### config.mk
export PLATFORM = sky130hd
export DESIGN_NAME = pwm_global_regs
export DESIGN_NICKNAME = d
export VERILOG_FILES = /design/src/rtl/pwmg_pkg.sv /design/src/rtl/pwmg_ctrl.sv /design/src/rtl/pwmg_dpath.sv /design/src/rtl/pwm_global_regs.sv
export SDC_FILE = /design/constraint.sdc
export NUM_CORES = 1
export LEC_CHECK = 0
export BUFFER_PORTS_ARGS = -buffer_cell sky130_fd_sc_hd__clkbuf_2
export CAP_MARGIN = 20
export CORE_AREA = 4 4 97 99
export CTS_CLUSTER_SIZE = 30
export DETAILED_ROUTE_END_ITERATION = 6
export DIE_AREA = 0 0 101 103
export GPL_ROUTABILITY_DRIVEN = 0
export HOLD_SLACK_MARGIN = 0.1
export PLACE_DENSITY = 0.89
export SYNTH_ARGS = -nofsm -noshare
export SYNTH_HDL_FRONTEND = slang
export SYNTH_SLANG_ARGS = --single-unit
export TNS_END_PERCENT = 5
### constraint.sdc
create_clock -name clk -period 4.5 [get_ports clk]
set_input_delay 0.225 -clock clk [delete_from_list [all_inputs] [get_ports clk]]
set_output_delay 0.225 -clock clk [all_outputs]
set_load 0.01 [all_outputs]
### src/rtl/pwmg_pkg.sv
package pwmg_pkg;

  typedef enum logic [2:0] {
    SRC_NONE,
    SRC_MODE,
    SRC_RUN,
    SRC_MASK,
    SRC_PEND,
    SRC_CHAN
  } rdSrcE;

  typedef struct packed {
    logic  wrMode;
    logic  wrEna;
    logic  wrDis;
    logic  wrIen;
    logic  wrIdis;
    logic  rdPend;
    rdSrcE rdSrc;
  } strobeS;

  // word index of global registers (byte offset / 4)
  localparam logic [2:0] W_MODE = 3'd0;
  localparam logic [2:0] W_ENA  = 3'd1;
  localparam logic [2:0] W_DIS  = 3'd2;
  localparam logic [2:0] W_RUN  = 3'd3;
  localparam logic [2:0] W_IEN  = 3'd4;
  localparam logic [2:0] W_IDIS = 3'd5;
  localparam logic [2:0] W_MASK = 3'd6;
  localparam logic [2:0] W_PEND = 3'd7;

endpackage

### src/rtl/pwmg_ctrl.sv
module pwmg_ctrl
  import pwmg_pkg::*;
#(
  parameter int ADDR_W      = 12,
  parameter int NCH         = 4,
  parameter int BANK_BASE   = 512,
  parameter int BANK_STRIDE = 32,
  localparam int OFF_W = $clog2(BANK_STRIDE),
  localparam int IDX_W = (NCH > 1) ? $clog2(NCH) : 1
) (
  input  logic              clk,
  input  logic              rstN,
  input  logic              busSel,
  input  logic              busWrite,
  input  logic [ADDR_W-1:0] busAddr,
  output strobeS            strobe,
  output logic [NCH-1:0]    chanSel,
  output logic              chanWrite,
  output logic [OFF_W-1:0]  chanOffset,
  output logic [IDX_W-1:0]  chanIdx
);

  localparam int BLK_W = ADDR_W - OFF_W;
  localparam logic [BLK_W-1:0] BASE_BLK = BLK_W'(BANK_BASE / BANK_STRIDE);
  localparam logic [BLK_W-1:0] NCH_V    = BLK_W'(NCH);

  logic [BLK_W-1:0] blk;
  logic [BLK_W-1:0] blkRel;
  logic             inBank;
  logic             globalHit;
  logic [2:0]       word;

  assign blk        = busAddr[ADDR_W-1:OFF_W];
  assign blkRel     = blk - BASE_BLK;
  assign inBank     = (blkRel < NCH_V);
  assign globalHit  = (blk == '0);
  assign word       = busAddr[4:2];
  assign chanIdx    = blkRel[IDX_W-1:0];
  assign chanOffset = busAddr[OFF_W-1:0];
  assign chanWrite  = busSel & busWrite & inBank;

  for (genvar i = 0; i < NCH; i++) begin : g_sel
    assign chanSel[i] = busSel & inBank & (chanIdx == IDX_W'(i));
  end

  always_comb begin
    strobe = '0;
    strobe.rdSrc = SRC_NONE;
    if (busSel && globalHit) begin
      if (busWrite) begin
        unique case (word)
          W_MODE:  strobe.wrMode = 1'b1;
          W_ENA:   strobe.wrEna  = 1'b1;
          W_DIS:   strobe.wrDis  = 1'b1;
          W_IEN:   strobe.wrIen  = 1'b1;
          W_IDIS:  strobe.wrIdis = 1'b1;
          default: ;
        endcase
      end else begin
        unique case (word)
          W_MODE:  strobe.rdSrc = SRC_MODE;
          W_RUN:   strobe.rdSrc = SRC_RUN;
          W_MASK:  strobe.rdSrc = SRC_MASK;
          W_PEND: begin
            strobe.rdSrc  = SRC_PEND;
            strobe.rdPend = 1'b1;
          end
          default: strobe.rdSrc = SRC_NONE;
        endcase
      end
    end else if (busSel && inBank && !busWrite) begin
      strobe.rdSrc = SRC_CHAN;
    end
  end

  AST_CHAN_ONEHOT: assert property (@(posedge clk) disable iff (!rstN)
    $onehot0(chanSel));
  AST_WR_EXCL: assert property (@(posedge clk) disable iff (!rstN)
    $onehot0({strobe.wrMode, strobe.wrEna, strobe.wrDis, strobe.wrIen, strobe.wrIdis}));
  AST_NO_WR_ON_READ: assert property (@(posedge clk) disable iff (!rstN)
    (busSel && !busWrite) |-> !(strobe.wrEna || strobe.wrDis || strobe.wrIen || strobe.wrIdis));

endmodule

### src/rtl/pwmg_dpath.sv
module pwmg_dpath
  import pwmg_pkg::*;
#(
  parameter int NCH    = 4,
  parameter int DATA_W = 32,
  localparam int IDX_W = (NCH > 1) ? $clog2(NCH) : 1
) (
  input  logic                  clk,
  input  logic                  rstN,
  input  strobeS                strobe,
  input  logic [DATA_W-1:0]     busWdata,
  input  logic [NCH-1:0]        periodEnd,
  input  logic [IDX_W-1:0]      chanIdx,
  input  logic [NCH*DATA_W-1:0] chanRdata,
  output logic [NCH-1:0]        runReg,
  output logic [DATA_W-1:0]     modeReg,
  output logic [DATA_W-1:0]     readData,
  output logic                  irq
);

  localparam int PAD_W = DATA_W - NCH;

  logic [NCH-1:0] maskReg;
  logic [NCH-1:0] pendReg;
  logic [NCH-1:0] wrBits;
  logic [NCH-1:0] pendKeep;

  assign wrBits   = busWdata[NCH-1:0];
  assign pendKeep = strobe.rdPend ? '0 : pendReg;

  always_ff @(posedge clk) begin
    if (!rstN) begin
      runReg  <= '0;
      maskReg <= '0;
      pendReg <= '0;
      modeReg <= '0;
    end else begin
      if (strobe.wrEna)  runReg  <= runReg | wrBits;
      if (strobe.wrDis)  runReg  <= runReg & ~wrBits;
      if (strobe.wrIen)  maskReg <= maskReg | wrBits;
      if (strobe.wrIdis) maskReg <= maskReg & ~wrBits;
      if (strobe.wrMode) modeReg <= busWdata;
      pendReg <= pendKeep | periodEnd;
    end
  end

  always_comb begin
    unique case (strobe.rdSrc)
      SRC_MODE: readData = modeReg;
      SRC_RUN:  readData = {{PAD_W{1'b0}}, runReg};
      SRC_MASK: readData = {{PAD_W{1'b0}}, maskReg};
      SRC_PEND: readData = {{PAD_W{1'b0}}, pendReg};
      SRC_CHAN: readData = chanRdata[chanIdx*DATA_W +: DATA_W];
      default:  readData = '0;
    endcase
  end

  assign irq = |(pendReg & maskReg);

  AST_ENA_SETS: assert property (@(posedge clk) disable iff (!rstN)
    strobe.wrEna |=> ((runReg & $past(wrBits)) == $past(wrBits)));
  AST_DIS_CLEARS: assert property (@(posedge clk) disable iff (!rstN)
    strobe.wrDis |=> ((runReg & $past(wrBits)) == '0));
  AST_MASK_HOLD: assert property (@(posedge clk) disable iff (!rstN)
    !(strobe.wrIen || strobe.wrIdis) |=> $stable(maskReg));
  AST_READ_CLEARS: assert property (@(posedge clk) disable iff (!rstN)
    (strobe.rdPend && periodEnd == '0) |=> (pendReg == '0));
  AST_PULSE_KEPT: assert property (@(posedge clk) disable iff (!rstN)
    (|periodEnd) |=> ((pendReg & $past(periodEnd)) == $past(periodEnd)));
  AST_IRQ_NEEDS_MASK: assert property (@(posedge clk) disable iff (!rstN)
    (maskReg == '0) |-> !irq);

endmodule

### src/rtl/pwm_global_regs.sv
module pwm_global_regs
  import pwmg_pkg::*;
#(
  parameter int ADDR_W      = 12,
  parameter int DATA_W      = 32,
  parameter int NCH         = 4,
  parameter int BANK_BASE   = 512,
  parameter int BANK_STRIDE = 32,
  localparam int OFF_W = $clog2(BANK_STRIDE),
  localparam int IDX_W = (NCH > 1) ? $clog2(NCH) : 1
) (
  input  logic                  clk,
  input  logic                  rstN,
  input  logic                  busSel,
  input  logic                  busWrite,
  input  logic [ADDR_W-1:0]     busAddr,
  input  logic [DATA_W-1:0]     busWdata,
  output logic [DATA_W-1:0]     busRdata,
  input  logic [NCH-1:0]        periodEnd,
  output logic [NCH-1:0]        runEnable,
  output logic                  irq,
  output logic [DATA_W-1:0]     modeWord,
  output logic [NCH-1:0]        chanSel,
  output logic                  chanWrite,
  output logic [OFF_W-1:0]      chanOffset,
  input  logic [NCH*DATA_W-1:0] chanRdata
);

  strobeS           strobe;
  logic [IDX_W-1:0] chanIdx;

  pwmg_ctrl #(
    .ADDR_W(ADDR_W), .NCH(NCH), .BANK_BASE(BANK_BASE), .BANK_STRIDE(BANK_STRIDE)
  ) u_ctrl (
    .clk(clk), .rstN(rstN), .busSel(busSel), .busWrite(busWrite), .busAddr(busAddr),
    .strobe(strobe), .chanSel(chanSel), .chanWrite(chanWrite),
    .chanOffset(chanOffset), .chanIdx(chanIdx)
  );

  pwmg_dpath #(.NCH(NCH), .DATA_W(DATA_W)) u_dpath (
    .clk(clk), .rstN(rstN), .strobe(strobe), .busWdata(busWdata),
    .periodEnd(periodEnd), .chanIdx(chanIdx), .chanRdata(chanRdata),
    .runReg(runEnable), .modeReg(modeWord), .readData(busRdata), .irq(irq)
  );

endmodule

== Word-level counts from Yosys, hierarchy flattened ==
Cells that the tools add are included.

* Flip-flop bits (word level): 44
* Input bits: 180
* Output and inout port bits: 79
* Logic and storage cells: 64

* Add/subtract/negate cells: 1
* $lt $le $gt $ge: 1
* Equal/unequal tests: 15
* Shifts and indexed selects: 1
* Multiplexer cells: 18
* Bitwise operators: 14
* Reductions and logical operators: 10

{| class="wikitable"
|+ Operators with widths
! kind !! number
|-
| one-hot mux 32 bit (5 select lines) || 1
|-
| variable part select 128 x 8 -> 32 bit || 1
|-
| 2-to-1 mux 4 bit || 6
|-
| == test 3 bit (second input constant) || 6
|-
| bitwise AND 4 bit || 3
|-
| == test 3 x 2 -> 1 bit (second input constant) || 4
|-
| bitwise OR 4 bit || 3
|-
| one-hot mux 3 bit (4 select lines) || 1
|-
| bitwise AND 1 bit || 7
|-
| zero test 7 bit || 1
|-
| less-than comparator 7 x 3 -> 1 bit (second input constant) || 1
|-
| subtractor 7 x 5 -> 7 bit (second input constant) || 1
|-
| == test 3 x 1 -> 1 bit (second input constant) || 2
|-
| 2-to-1 mux 1 bit || 6
|-
| 2-to-1 mux 3 bit || 2
|-
| 2-to-1 mux 6 bit || 1
|-
| 2-to-1 mux 5 bit || 1
|-
| == test 2 bit (second input constant) || 2
|-
| inverter 4 bit || 1
|-
| nonzero test 2 bit || 2
|-
| OR reduction 4 bit || 1
|-
| logical AND 1 bit || 3
|-
| zero test 3 bit || 1
|-
| == test 2 x 1 -> 1 bit (second input constant) || 1
|-
| other kinds (2) || 2
|}

== Logic depth before layout (Yosys ltp) ==
* Depth in word-level cells: 8
* Depth in mapped cells: 8
* Depth with buffers taken out: 6

== Hierarchy ==
From an unflattened synthesis, not the netlist that was laid out.

* Cell total of the unflattened synthesis: 363
* Area total of the unflattened synthesis: 3334.4 µm²

{| class="wikitable"
|+ Modules (own cells, without submodules)
! module !! times used !! cells an instance !! area an instance (µm²) !! sequential area each (µm²)
|-
| pwmg_dpath || 1 || 319 || 3014.1 || 880.8
|-
| pwmg_ctrl || 1 || 44 || 320.3 || 0.0
|}

== Least setup slack after synthesis ==
Ideal clock, no wire load.

* Kind: input to register
* Start point: input busAddr[9]
* End point: register u_dpath.modeReg[0]
* Library setup time: 116 ps
* Data arrival time: 1800 ps
* Data required time: 4384 ps
* Setup slack: 2584 ps
* Cell stages on the path: 7
* Buffers on the path: 1
* Cells stage by stage: inv_1 > ha_1 > or4b_4 > nor4_4 > buf_6 > mux2i_1 > nor2b_1

* Longest elaborated chain between the ends: 3

{| class="wikitable"
|+ RTL lines
! item !! line !! text
|-
| start, declared || pwm_global_regs.sv:16 || <nowiki>input logic [ADDR_W-1:0] busAddr,</nowiki>
|-
| zero test 7 bit || pwmg_ctrl.sv:36 || <nowiki>assign globalHit = (blk == '0);</nowiki>
|-
| logical AND 1 bit || pwmg_ctrl.sv:49 || <nowiki>if (busSel && globalHit) begin</nowiki>
|-
| 2-to-1 mux 6 bit || pwmg_ctrl.sv:49 ||
|-
| end signal, assigned || pwmg_dpath.sv:42 || <nowiki>if (strobe.wrMode) modeReg <= busWdata;</nowiki>
|-
| end, declared || pwmg_dpath.sv:16 || <nowiki>output logic [DATA_W-1:0] modeReg,</nowiki>
|}

No other way between the ends.
A chain may end at the register's enable or synchronous reset.

== Final worst setup path ==
* Start point: input busAddr[9]
* End point: output busRdata[7]

* Longest elaborated chain between the ends: 8
* Elaborated cells on any way between the ends: 14
* Those cells by class: add/sub (1); order compare (1); eq/ne (5); mux (3); reduce/logical (4)

{| class="wikitable"
|+ RTL lines
! item !! line !! text
|-
| subtractor 7 x 5 -> 7 bit || pwmg_ctrl.sv:34 || <nowiki>assign blkRel = blk - BASE_BLK;</nowiki>
|-
| less-than comparator 7 x 3 -> 1 bit || pwmg_ctrl.sv:35 || <nowiki>assign inBank = (blkRel < NCH_V);</nowiki>
|-
| logical AND 1 bit (2 in a row) || pwmg_ctrl.sv:71 || <nowiki>end else if (busSel && inBank && !busWrite) begin</nowiki>
|-
| 2-to-1 mux 3 bit || pwmg_ctrl.sv:71 ||
|-
| 2-to-1 mux 3 bit (*) || pwmg_ctrl.sv:49 ||
|-
| == test 3 bit (tied with other cells) || pwmg_dpath.sv:48 || <nowiki>unique case (strobe.rdSrc)</nowiki>
|-
| one-hot mux 32 bit (5 select lines) (*) || pwmg_dpath.sv:48 ||
|-
| end, declared || pwm_global_regs.sv:18 || <nowiki>output logic [DATA_W-1:0] busRdata,</nowiki>
|}

Mark *: on every way between the ends. The rest lies on a longest branch, timed or not.

==> impl_metrics.tcl <==
set metrics [dict create \
    root_buffer "clkbuf_8" \
    yosys.area.top_type "dfxtp_1" \
    die_width_um 101 \
    synthXorXnorAreaFrac_pct 0.2712 \
    syn-instance-count 343 \
    crit_top_cell "clkbuf_2" \
    cap_violations 0 \
    synth-adder-area-share_pct 0.7749 \
    clkPwrFrac_pct 32.4 \
    synth_compound_area_share_pct 10.54 \
    numCtsBuffers 5 \
    grt_usage_pct 20.97 \
    hold_buffers 0 \
    drive_above_1_share_pct 51.81 \
    num_vias 3601 \
    finalCritPeriodShare_pct 62.54 \
    status "finished, final reports clean" \
    fmax_mhz 355.3 \
    fin_crit_ns 2.814 \
    synth_area_leaders "dfxtp_1 (27%), mux4_2 (22%), mux2i_1 (12%), nor2b_1 (7.0%), nand2_1 (4.8%)" \
    rsz0062_at_grt "no" \
    switchingPower_mw 0.2091 \
    htree_levels 2 \
    path_class "primary input to output pin" \
    yosys.area.top_type_share_pct 27.28 \
    synth_nets 525 \
    clock-sinks 44 \
    first_global_vias 3594 \
    dp_hpwl_um 9968 \
    boundaryPins 259 \
    synth_warnings 0 \
    p_per_area_mw_per_mm2 189.9 \
    drt_wl_total_um 11960 \
    crit_path_start_kind "primary input" \
    die_y_um 103 \
    yosys.area_share.simple_pct 17.44 \
    worstPathArrival_ns 2.59 \
    port_buffers 254 \
    fin_worst_skew_ns 0 \
    grt_overflow_total 0 \
    synth_top_family_by_area "multiplexers" \
    core_area_mm2 0.008551 \
    clk_latency_ns 0.29 \
    first_pass_iters 4 \
    cts_resized 0 \
    synthMuxAreaShare_pct 34.72 \
    p_leak_nw 2.218 \
    routed_via_density 5.234 \
    grt_max_degree 46 \
    synth_commonest_cells "dfxtp_1 (44), nand2_1 (41), mux2i_1 (40)" \
    synth_cell_types 35 \
    path_clk_slew_ns 0.07 \
    syn_to_final_growth_pct 43.20 \
    tightestPinTransition_ns 1.067 \
    endpoint_kind "output pin" \
    hp-class "primary input to flip-flop" \
    power_frac_seq_pct 44.9 \
    worstPathRequired_ns 4.28 \
    cp_cell_sequence "clkbuf_2 -> inv_1 -> ha_1 -> nor4b_1 -> and4_1 -> nand2_1 -> o21ai_1 -> clkbuf_2" \
    async_flop_share_pct 0 \
    p_comb_share_pct 22.7 \
    tritoncts "yes" \
    intPower_mw 0.6690 \
    drc 0 \
    avgSynthCellArea_um2 9.415 \
    wire_per_inst_um 17.38 \
    cts_buffer_depth 2 \
    rows 34 \
    ys_seq_elements 44 \
    antenna_found_initial 1 \
    cpMaxStageDelayCell "and4_1" \
    syn-cell-area_mm2 0.003229 \
    finalHoldViolCount 0 \
    post-cts-setup-buffers 0 \
    drtIter0Drc 156 \
    synth_most_common_cell "dfxtp_1" \
    setup_viol 0 \
    seq_area_frac_synth_pct 27.28 \
    synth_edf_count 0 \
    nets 762 \
    switching_share_pct 23.81 \
    ys.flop_type "dfxtp_1" \
    fin_tns_setup_ns 0 \
    slew_headroom_pct 28.87 \
    ir_drop_uv 114.0 \
    cp_max_fo 28 \
    grt_pass1_wl_um 17370 \
    power_mw 0.8780 \
    start_util_pct 37.77 \
    crit_path_max_incr_delay_ns 1.02 \
    slew_viol_final 0 \
    drtAntennaViolNets 0 \
    dieArea_mm2 0.01040 \
]
[per-stage QoR]
step                setup slack (ns)  cells  cell area (um^2)  hold WS, ns  utilization (%)
global placement               1.682    681              4523       0.4502            52.90
floorplan                      2.584    343              3229       0.3324                -
global route                   1.549    688              4624       0.1703            54.08
CTS                            1.690    687              4622       0.1697            54.05
detailed placement             1.700    681              4523       0.4502            52.90
finish                         1.686    688              4624       0.1811            54.08
[metal layers]
layer	share of wire [%]	track usage [%]	vias up
met3	10	5.277	21
met1	35	23.48	1670
met2	53	38.58	222
met5	0	0	-
li1	-	-	1688
met4	2.1	7.464	0
[power by group through the flow]
stage / combinational, mW / clock, mW / sequential [mW]
global route: 0.216 / 0.310 / 0.394
global placement: 0.191 / 0 / 0.403
floorplan: 0.103 / 0 / 0.402
detailed placement: 0.199 / 0 / 0.403
CTS: 0.199 / 0.292 / 0.394
finish: 0.199 / 0.285 / 0.394
[area by class of cell]
class / instances / area (um^2)
diodes: 1 / 2.502
clock buffers: 5 / 68.82
clock inverters: 1 / 30.03
fillers: 794 / 3926
inverters: 36 / 135.1
multi-input cells: 235 / 2058
flip-flops and latches: 44 / 880.8
well taps: 108 / 135.1
repair buffers: 258 / 1314
[critical path: cells and delay by family]
family          cells  cell delay, ns
compound gates      1            0.15
buf+inv             3            0.31
fa+ha+maj           1            0.17
simple gates        3            1.72
[path summary, 6_finish.rpt]
| path | startpoint | endpoint | slack (ns) | depth (start not counted) |
|---|---|---|---|---|
| worst max-delay path | busAddr[9] | busRdata[7] | 1.69 | 8 |
| worst min-delay path | periodEnd[3] | u_dpath.pendReg[3]$_SDFF_PN0_ | 0.18 | 3 |
| worst max register to register | flip-flop | flip-flop | 3.63 | 2 |
| worst min register to register | flip-flop | flip-flop | 0.48 | 2 |
[placed cells by master (no fill, tap or decap), types with 3 or more instances in the layout]
master,count
nand2_1,41
o22ai_1,4
a21oi_1,8
clkbuf_2,254
o2bb2ai_1,4
a311oi_1,4
a22oi_1,6
clkbuf_8,5
inv_1,36
and2_1,3
nor2_1,4
buf_4,3
nand3_1,3
mux2i_1,40
nor2b_1,36
o21ai_0,23
o21ai_1,9
mux4_2,32
dfxtp_1,44
[cell families after synthesis]
logic type,count (synthesis)
compound gates,58
mux,72
flops,44
simple gates,102
buf+inv,64
fa+ha+maj,2
xor+xnor,1
Note: power is estimated with default switching activity, not from simulation.
